`src/rtl/fir_par5_pkg.sv`:
```
package fir_par5_pkg;

  // Strobes the control issues to the datapath, one per pipeline stage.
  typedef struct packed {
    logic loadWin;   // shift five new samples into the window
    logic loadProd;  // capture the tap products
    logic loadOut;   // capture the summed, sliced result
  } firStrobe_t;

  // Full-precision accumulator width: product width, growth from the sum of
  // TAPS terms, and one guard bit.
  function automatic int accWidth(input int sw, input int cw, input int taps);
    return sw + cw + $clog2(taps) + 1;
  endfunction

endpackage

```
`src/rtl/fir_par5_ctrl.sv`:
```
module fir_par5_ctrl
  import fir_par5_pkg::*;
(
  input  logic       clk,
  input  logic       rst,
  input  logic       inValid,
  output firStrobe_t strobe,
  output logic       outValid
);

  // stageValid[0]: the window holds a new block; stageValid[1]: products are ready
  logic [1:0] stageValid;
  logic       outValidReg;

  always_ff @(posedge clk) begin
    if (rst) begin
      stageValid  <= '0;
      outValidReg <= 1'b0;
    end else begin
      stageValid  <= {stageValid[0], inValid};
      outValidReg <= stageValid[1];
    end
  end

  always_comb begin
    strobe.loadWin  = inValid;
    strobe.loadProd = stageValid[0];
    strobe.loadOut  = stageValid[1];
  end

  assign outValid = outValidReg;

endmodule

```
`src/rtl/fir_par5_phase.sv`:
```
module fir_par5_phase
  import fir_par5_pkg::*;
#(
  parameter int                        SAMPLE_W = 12,
  parameter int                        COEF_W   = 12,
  parameter int                        TAPS     = 8,
  parameter logic [TAPS*COEF_W-1:0]    COEFS    = '0,
  parameter int                        OUT_DROP = 12,
  localparam int                       ACC_W    = accWidth(SAMPLE_W, COEF_W, TAPS),
  localparam int                       OUT_W    = ACC_W - OUT_DROP
)(
  input  logic                     clk,
  input  logic                     rst,
  input  logic                     loadProd,
  input  logic                     loadOut,
  input  logic [TAPS*SAMPLE_W-1:0] tapBus,   // tap i holds x[n+k-i]
  output logic [OUT_W-1:0]         result
);

  localparam int PROD_W = SAMPLE_W + COEF_W;

  logic signed [COEF_W-1:0] coef     [TAPS];
  logic signed [PROD_W-1:0] prodNext [TAPS];
  logic signed [PROD_W-1:0] prodReg  [TAPS];
  logic signed [ACC_W-1:0]  accSum;

  for (genvar i = 0; i < TAPS; i++) begin : g_tap
    assign coef[i]     = COEFS[i*COEF_W +: COEF_W];
    assign prodNext[i] = $signed(tapBus[i*SAMPLE_W +: SAMPLE_W]) * coef[i];
  end

  // Stage 2: one register per product keeps the adder tree off the multiplier path.
  always_ff @(posedge clk) begin
    if (rst) begin
      for (int i = 0; i < TAPS; i++) prodReg[i] <= '0;
    end else if (loadProd) begin
      for (int i = 0; i < TAPS; i++) prodReg[i] <= prodNext[i];
    end
  end

  // Full-precision signed sum of all products.
  always_comb begin
    accSum = '0;
    for (int i = 0; i < TAPS; i++) accSum = accSum + ACC_W'(prodReg[i]);
  end

  // Stage 3: keep the bits above the dropped LSBs.
  always_ff @(posedge clk) begin
    if (rst)          result <= '0;
    else if (loadOut) result <= accSum[OUT_DROP +: OUT_W];
  end

  if (OUT_DROP > 0) begin : g_drop
    logic unusedLowBits;
    assign unusedLowBits = ^accSum[OUT_DROP-1:0];
  end

endmodule

```
`src/rtl/fir_par5_dp.sv`:
```
module fir_par5_dp
  import fir_par5_pkg::*;
#(
  parameter int                     LANES    = 5,
  parameter int                     SAMPLE_W = 12,
  parameter int                     COEF_W   = 12,
  parameter int                     TAPS     = 8,
  parameter logic [TAPS*COEF_W-1:0] COEFS    = '0,
  parameter int                     OUT_DROP = 12,
  localparam int                    OUT_W    = accWidth(SAMPLE_W, COEF_W, TAPS) - OUT_DROP
)(
  input  logic                      clk,
  input  logic                      rst,
  input  firStrobe_t                strobe,
  input  logic [LANES*SAMPLE_W-1:0] inSamples,
  output logic [LANES*OUT_W-1:0]    outSamples
);

  // Window ordered by age: entry 0 is the newest sample, x[n+LANES-1].
  localparam int WIN_LEN = TAPS + LANES - 1;

  logic [SAMPLE_W-1:0] winReg  [WIN_LEN];
  logic [SAMPLE_W-1:0] winNext [WIN_LEN];

  for (genvar j = 0; j < WIN_LEN; j++) begin : g_win
    if (j < LANES) begin : g_new
      // newest lane lands at the front
      assign winNext[j] = inSamples[(LANES-1-j)*SAMPLE_W +: SAMPLE_W];
    end else begin : g_old
      // older samples move back by one block
      assign winNext[j] = winReg[j-LANES];
    end
  end

  always_ff @(posedge clk) begin
    if (rst) begin
      for (int j = 0; j < WIN_LEN; j++) winReg[j] <= '0;
    end else if (strobe.loadWin) begin
      for (int j = 0; j < WIN_LEN; j++) winReg[j] <= winNext[j];
    end
  end

  // Phase k, tap i reads x[n+k-i], found at window entry LANES-1-k+i.
  for (genvar k = 0; k < LANES; k++) begin : g_phase
    logic [TAPS*SAMPLE_W-1:0] tapBus;

    for (genvar i = 0; i < TAPS; i++) begin : g_sel
      assign tapBus[i*SAMPLE_W +: SAMPLE_W] = winReg[LANES-1-k+i];
    end

    fir_par5_phase #(
      .SAMPLE_W (SAMPLE_W),
      .COEF_W   (COEF_W),
      .TAPS     (TAPS),
      .COEFS    (COEFS),
      .OUT_DROP (OUT_DROP)
    ) phase_i (
      .clk      (clk),
      .rst      (rst),
      .loadProd (strobe.loadProd),
      .loadOut  (strobe.loadOut),
      .tapBus   (tapBus),
      .result   (outSamples[k*OUT_W +: OUT_W])
    );
  end

endmodule

```
`src/rtl/fir_par5.sv`:
```
module fir_par5
  import fir_par5_pkg::*;
#(
  parameter int                     LANES    = 5,
  parameter int                     SAMPLE_W = 12,
  parameter int                     COEF_W   = 12,
  parameter int                     TAPS     = 8,
  // h[i] at bits [COEF_W*i +: COEF_W]: 1, 2, -3, 4, 100, -2048, 2047, -1
  parameter logic [TAPS*COEF_W-1:0] COEFS    = {12'hFFF, 12'h7FF, 12'h800, 12'h064,
                                                12'h004, 12'hFFD, 12'h002, 12'h001},
  parameter int                     OUT_DROP = 12,
  localparam int                    OUT_W    = accWidth(SAMPLE_W, COEF_W, TAPS) - OUT_DROP
)(
  input  logic                      clk,
  input  logic                      rst,
  input  logic                      inValid,
  input  logic [LANES*SAMPLE_W-1:0] inSamples,
  output logic                      outValid,
  output logic [LANES*OUT_W-1:0]    outSamples
);

  firStrobe_t strobe;

  fir_par5_ctrl ctrl_i (
    .clk      (clk),
    .rst      (rst),
    .inValid  (inValid),
    .strobe   (strobe),
    .outValid (outValid)
  );

  fir_par5_dp #(
    .LANES    (LANES),
    .SAMPLE_W (SAMPLE_W),
    .COEF_W   (COEF_W),
    .TAPS     (TAPS),
    .COEFS    (COEFS),
    .OUT_DROP (OUT_DROP)
  ) dp_i (
    .clk        (clk),
    .rst        (rst),
    .strobe     (strobe),
    .inSamples  (inSamples),
    .outSamples (outSamples)
  );

endmodule

```
`config.mk`:
```
export PLATFORM = sky130hd
export DESIGN_NAME = fir_par5
export DESIGN_NICKNAME = d
export VERILOG_FILES = /design/src/rtl/fir_par5_pkg.sv /design/src/rtl/fir_par5_ctrl.sv /design/src/rtl/fir_par5_phase.sv /design/src/rtl/fir_par5_dp.sv /design/src/rtl/fir_par5.sv
export SDC_FILE = /design/constraint.sdc
export NUM_CORES = 2
export LEC_CHECK = 0
export BUFFER_PORTS_ARGS = -buffer_cell sky130_fd_sc_hd__buf_4
export CAP_MARGIN = 40
export CORE_MARGIN = 4
export CORE_UTILIZATION = 55
export DETAILED_ROUTE_END_ITERATION = 8
export GPL_ROUTABILITY_DRIVEN = 1
export PLACE_DENSITY = 0.83
export SLEW_MARGIN = 20
export SYNTH_ARGS = -nofsm -noshare
export SYNTH_HDL_FRONTEND = slang
export SYNTH_SLANG_ARGS = --single-unit
export TNS_END_PERCENT = 20
```
`constraint.sdc`:
```
create_clock -name clk -period 12 [get_ports clk]
set_clock_uncertainty 0.05 [all_clocks]
set_input_delay 1.2 -clock clk [delete_from_list [all_inputs] [get_ports clk]]
set_output_delay 1.2 -clock clk [all_outputs]
set_load 0.05 [all_outputs]
```
==> metrics.txt <==
Post-Syn Area 77200 um^2; CTS tree built; slowest CP cell fa_1; drt first pass iters 8; worst slew pin tran 1050 ps; Via-to-Cell Ratio 5.55; register bit total from synthesis 754; CP Data Required Time 12420 ps; Mapped Avg Cell Area 10.6 um^2; Syn Inst Count 7247; DIE HEIGHT 383 um; layout cells sized above 1 5.48%; Setup TNS 0 ps; relative slew slack 29.8%; termination of the worst setup path dp_i.g_phase[2].phase_i.prodReg[0][167]$_SDFFCE_PP0P_; Ys Warns 0; Final Wtd Congestion 1.03; RSZ-0062 raised after global routing no; grt ovf 0; most frequent cells in the layout 1760 x inv_1, 1003 x fa_1, 938 x ha_1, 671 x edfxtp_1, 501 x nor2_1; Root Buffer clkbuf_16; antenna-violating nets left 0; Setup-failing EPs final 0; post-route minimum period 6660 ps; Post CTS Setup Buffer Count 0; asr flop ratio synth 0%; Num CTS Buffers 90; met2 WL 97200 um; reg-to-reg endpoint dp_i.g_phase[2].phase_i.prodReg[0][167]$_SDFFCE_PP0P_; status complete, no violations; CTS max path bufs 3; # port buffers 143; crit end category register; CTS sink cnt 754; die span in x 383 um; Starting Density 55.4%; clk_lat worst skew 730 ps; Post-synth EDFFs 671; max-slew violations 0; CTS resizes 0; Remaining DRCs 0; DR vias 51964; CP Class register to register; die area 146000 um^2; first-pass GRT wire length 335000 um; Nets 9415; Hold Violations, Final 0; Top Layer Used met5; crit path from dp_i.winReg[8][11]$_SDFFCE_PN0P_; vias in the first global route 53186; Worst-path clk slew 60 ps; GRT Overall Usage 31.1%; core footprint 139000 um^2; WL/cell 24.1 um; Distinct cells, synth 87; Max FO, Critical Path 50; Worst setup SP type register; Achievable Freq 150 MHz; part of the cycle the worst path needs 55.5%; Seq/Total Area, Yosys 28.3%; arrival time at the worst endpoint 7080 ps; Slowest Stage Delay on Critical Path 520 ps; cts-stage hold buffer count 0; reg2reg path depth 20; io pins 144; # rows 137; final WL 226000 um; post-DP HPWL 189000 um; met1 WL 92200 um; metal3 WL 25300 um; most common cell after layout, fill and taps aside inv_1; largest net degree at the start of global routing 160; Area Overhead vs Synth 8.61%; Iteration-0 DRC Markers 5446; crit-path cells buf_4 -> inv_1 -> ha_1 -> xnor2_1 -> inv_1 -> fa_1 -> fa_1 -> fa_1 -> inv_1 -> fa_1 -> inv_1 -> ha_1 -> a21o_1 -> a21o_1 -> a21o_1 -> a21o_1 -> a21o_1 -> a31oi_1 -> a21oi_1 -> mux2_2; H-tree Lvls 3; worst flop-to-flop path startpoint dp_i.winReg[8][11]$_SDFFCE_PN0P_; Max-cap violations 0; Top FF cell, synth edfxtp_1; Syn Nets 9251; Crit path top cell by count a21o_1; reg2reg setup slack 5340 ps; Hold WC Path Type register to register; initial antenna violation count 20
per-layer routing:
metal	vias to the layer above	GRT usage (%)
met5	-	0.794
met2	2402	46.3
met4	18	12.8
met3	440	9.20
li1	23316	-
met1	25788	42.7
kinds of logic after synthesis:
family	share of synthesized area [%]
AOI/OAI and AO/OA	6.73
buffers and inverters	9.18
and+or+nand+nor	8.55
muxes	0.650
xor gates and xnor gates	5.27
adders and majority gates	41.4
DFF	28.3
cell usage after synthesis (22+ instances only):
library cell | count | share of area [%]
inv_1 | 1760 | 8.6
fa_1 | 1003 | 26
ha_1 | 938 | 15
edfxtp_1 | 671 | 26
nor2_1 | 502 | 2.4
xnor2_1 | 265 | 3.0
nand2_1 | 231 | 1.1
and2_1 | 228 | 1.8
a21oi_1 | 202 | 1.3
xor2_1 | 197 | 2.2
a21o_1 | 144 | 1.4
o21ai_0 | 143 | 0.93
clkbuf_1 | 105 | 0.51
dfxtp_1 | 83 | 2.2
nor3_1 | 81 | 0.53
and3_1 | 64 | 0.52
nor2b_1 | 61 | 0.49
o21a_1 | 49 | 0.48
nand3_1 | 42 | 0.27
mux2i_1 | 40 | 0.52
a211oi_1 | 34 | 0.33
or2_2 | 34 | 0.28
a31oi_1 | 32 | 0.26
nand2b_1 | 30 | 0.24
o211ai_1 | 22 | 0.21
flip-flops by register name, indices dropped and copies added (netlist names):
name,cells
dp_i.g_phase.phase_i.prodReg,527
dp_i.winReg,144
dp_i.g_phase.phase_i.result,80
ctrl_i.stageValid,2
ctrl_i.outValid,1
metrics by stage:
| step | setup slack (ps) | utilization, % | hold WS, ps | instances | instance area (um^2) |
|---|---|---|---|---|---|
| final | 5340 | 60.1 | 404 | 9369 | 83800 |
| after global routing | 4940 | 60.1 | 435 | 9363 | 83800 |
| after CTS | 5330 | 60.1 | 405 | 9354 | 83700 |
| after detailed placement | 5340 | 57.9 | 392 | 9186 | 80600 |
| after global placement | 5470 | 57.7 | 386 | 9171 | 80400 |
| after floorplan | 3000 | - | 465 | 7247 | 77200 |
critical path, delay by kind of cell, from the launching register on:
kind	cells	cell delay, ps
xor gates and xnor gates	1	470
DFF	1	320
AOI/OAI and AO/OA	7	1320
adders and majority gates	6	2740
buffers and inverters	5	1210
muxes	1	290
area by class of cell:
cell class,count,area [um^2]
Fill cell,11378,55600
Multi-Input combinational cell,4607,48300
Sequential cell,754,21800
Inverter,1762,6610
Clock buffer,107,2350
Tap cell,1876,2350
Timing Repair Buffer,196,1660
Clock inverter,61,716
Antenna cell,6,15.0
how the worst min path moves through the flow:
stage / start / end / slack, ps / cells past startpoint
finish: dp_i.g_phase[0].phase_i.result[7]$_SDFFE_PP0P_ / dp_i.g_phase[0].phase_i.result[7]$_SDFFE_PP0P_ / 400 / 2
global route: dp_i.g_phase[2].phase_i.result[1]$_SDFFE_PP0P_ / dp_i.g_phase[2].phase_i.result[1]$_SDFFE_PP0P_ / 440 / 2
CTS: dp_i.g_phase[0].phase_i.result[7]$_SDFFE_PP0P_ / dp_i.g_phase[0].phase_i.result[7]$_SDFFE_PP0P_ / 410 / 2
detailed placement: dp_i.g_phase[0].phase_i.result[7]$_SDFFE_PP0P_ / dp_i.g_phase[0].phase_i.result[7]$_SDFFE_PP0P_ / 390 / 2
global placement: dp_i.g_phase[2].phase_i.result[10]$_SDFFE_PP0P_ / dp_i.g_phase[2].phase_i.result[10]$_SDFFE_PP0P_ / 390 / 2
floorplan: dp_i.winReg[1][0]$_SDFFCE_PN0P_ / dp_i.g_phase[3].phase_i.prodReg[0][0]$_SDFFCE_PN0P_ / 460 / 1
Power is not shown: default switching activity piles up to over one toggle a cycle in this logic, so the estimate is an artifact.
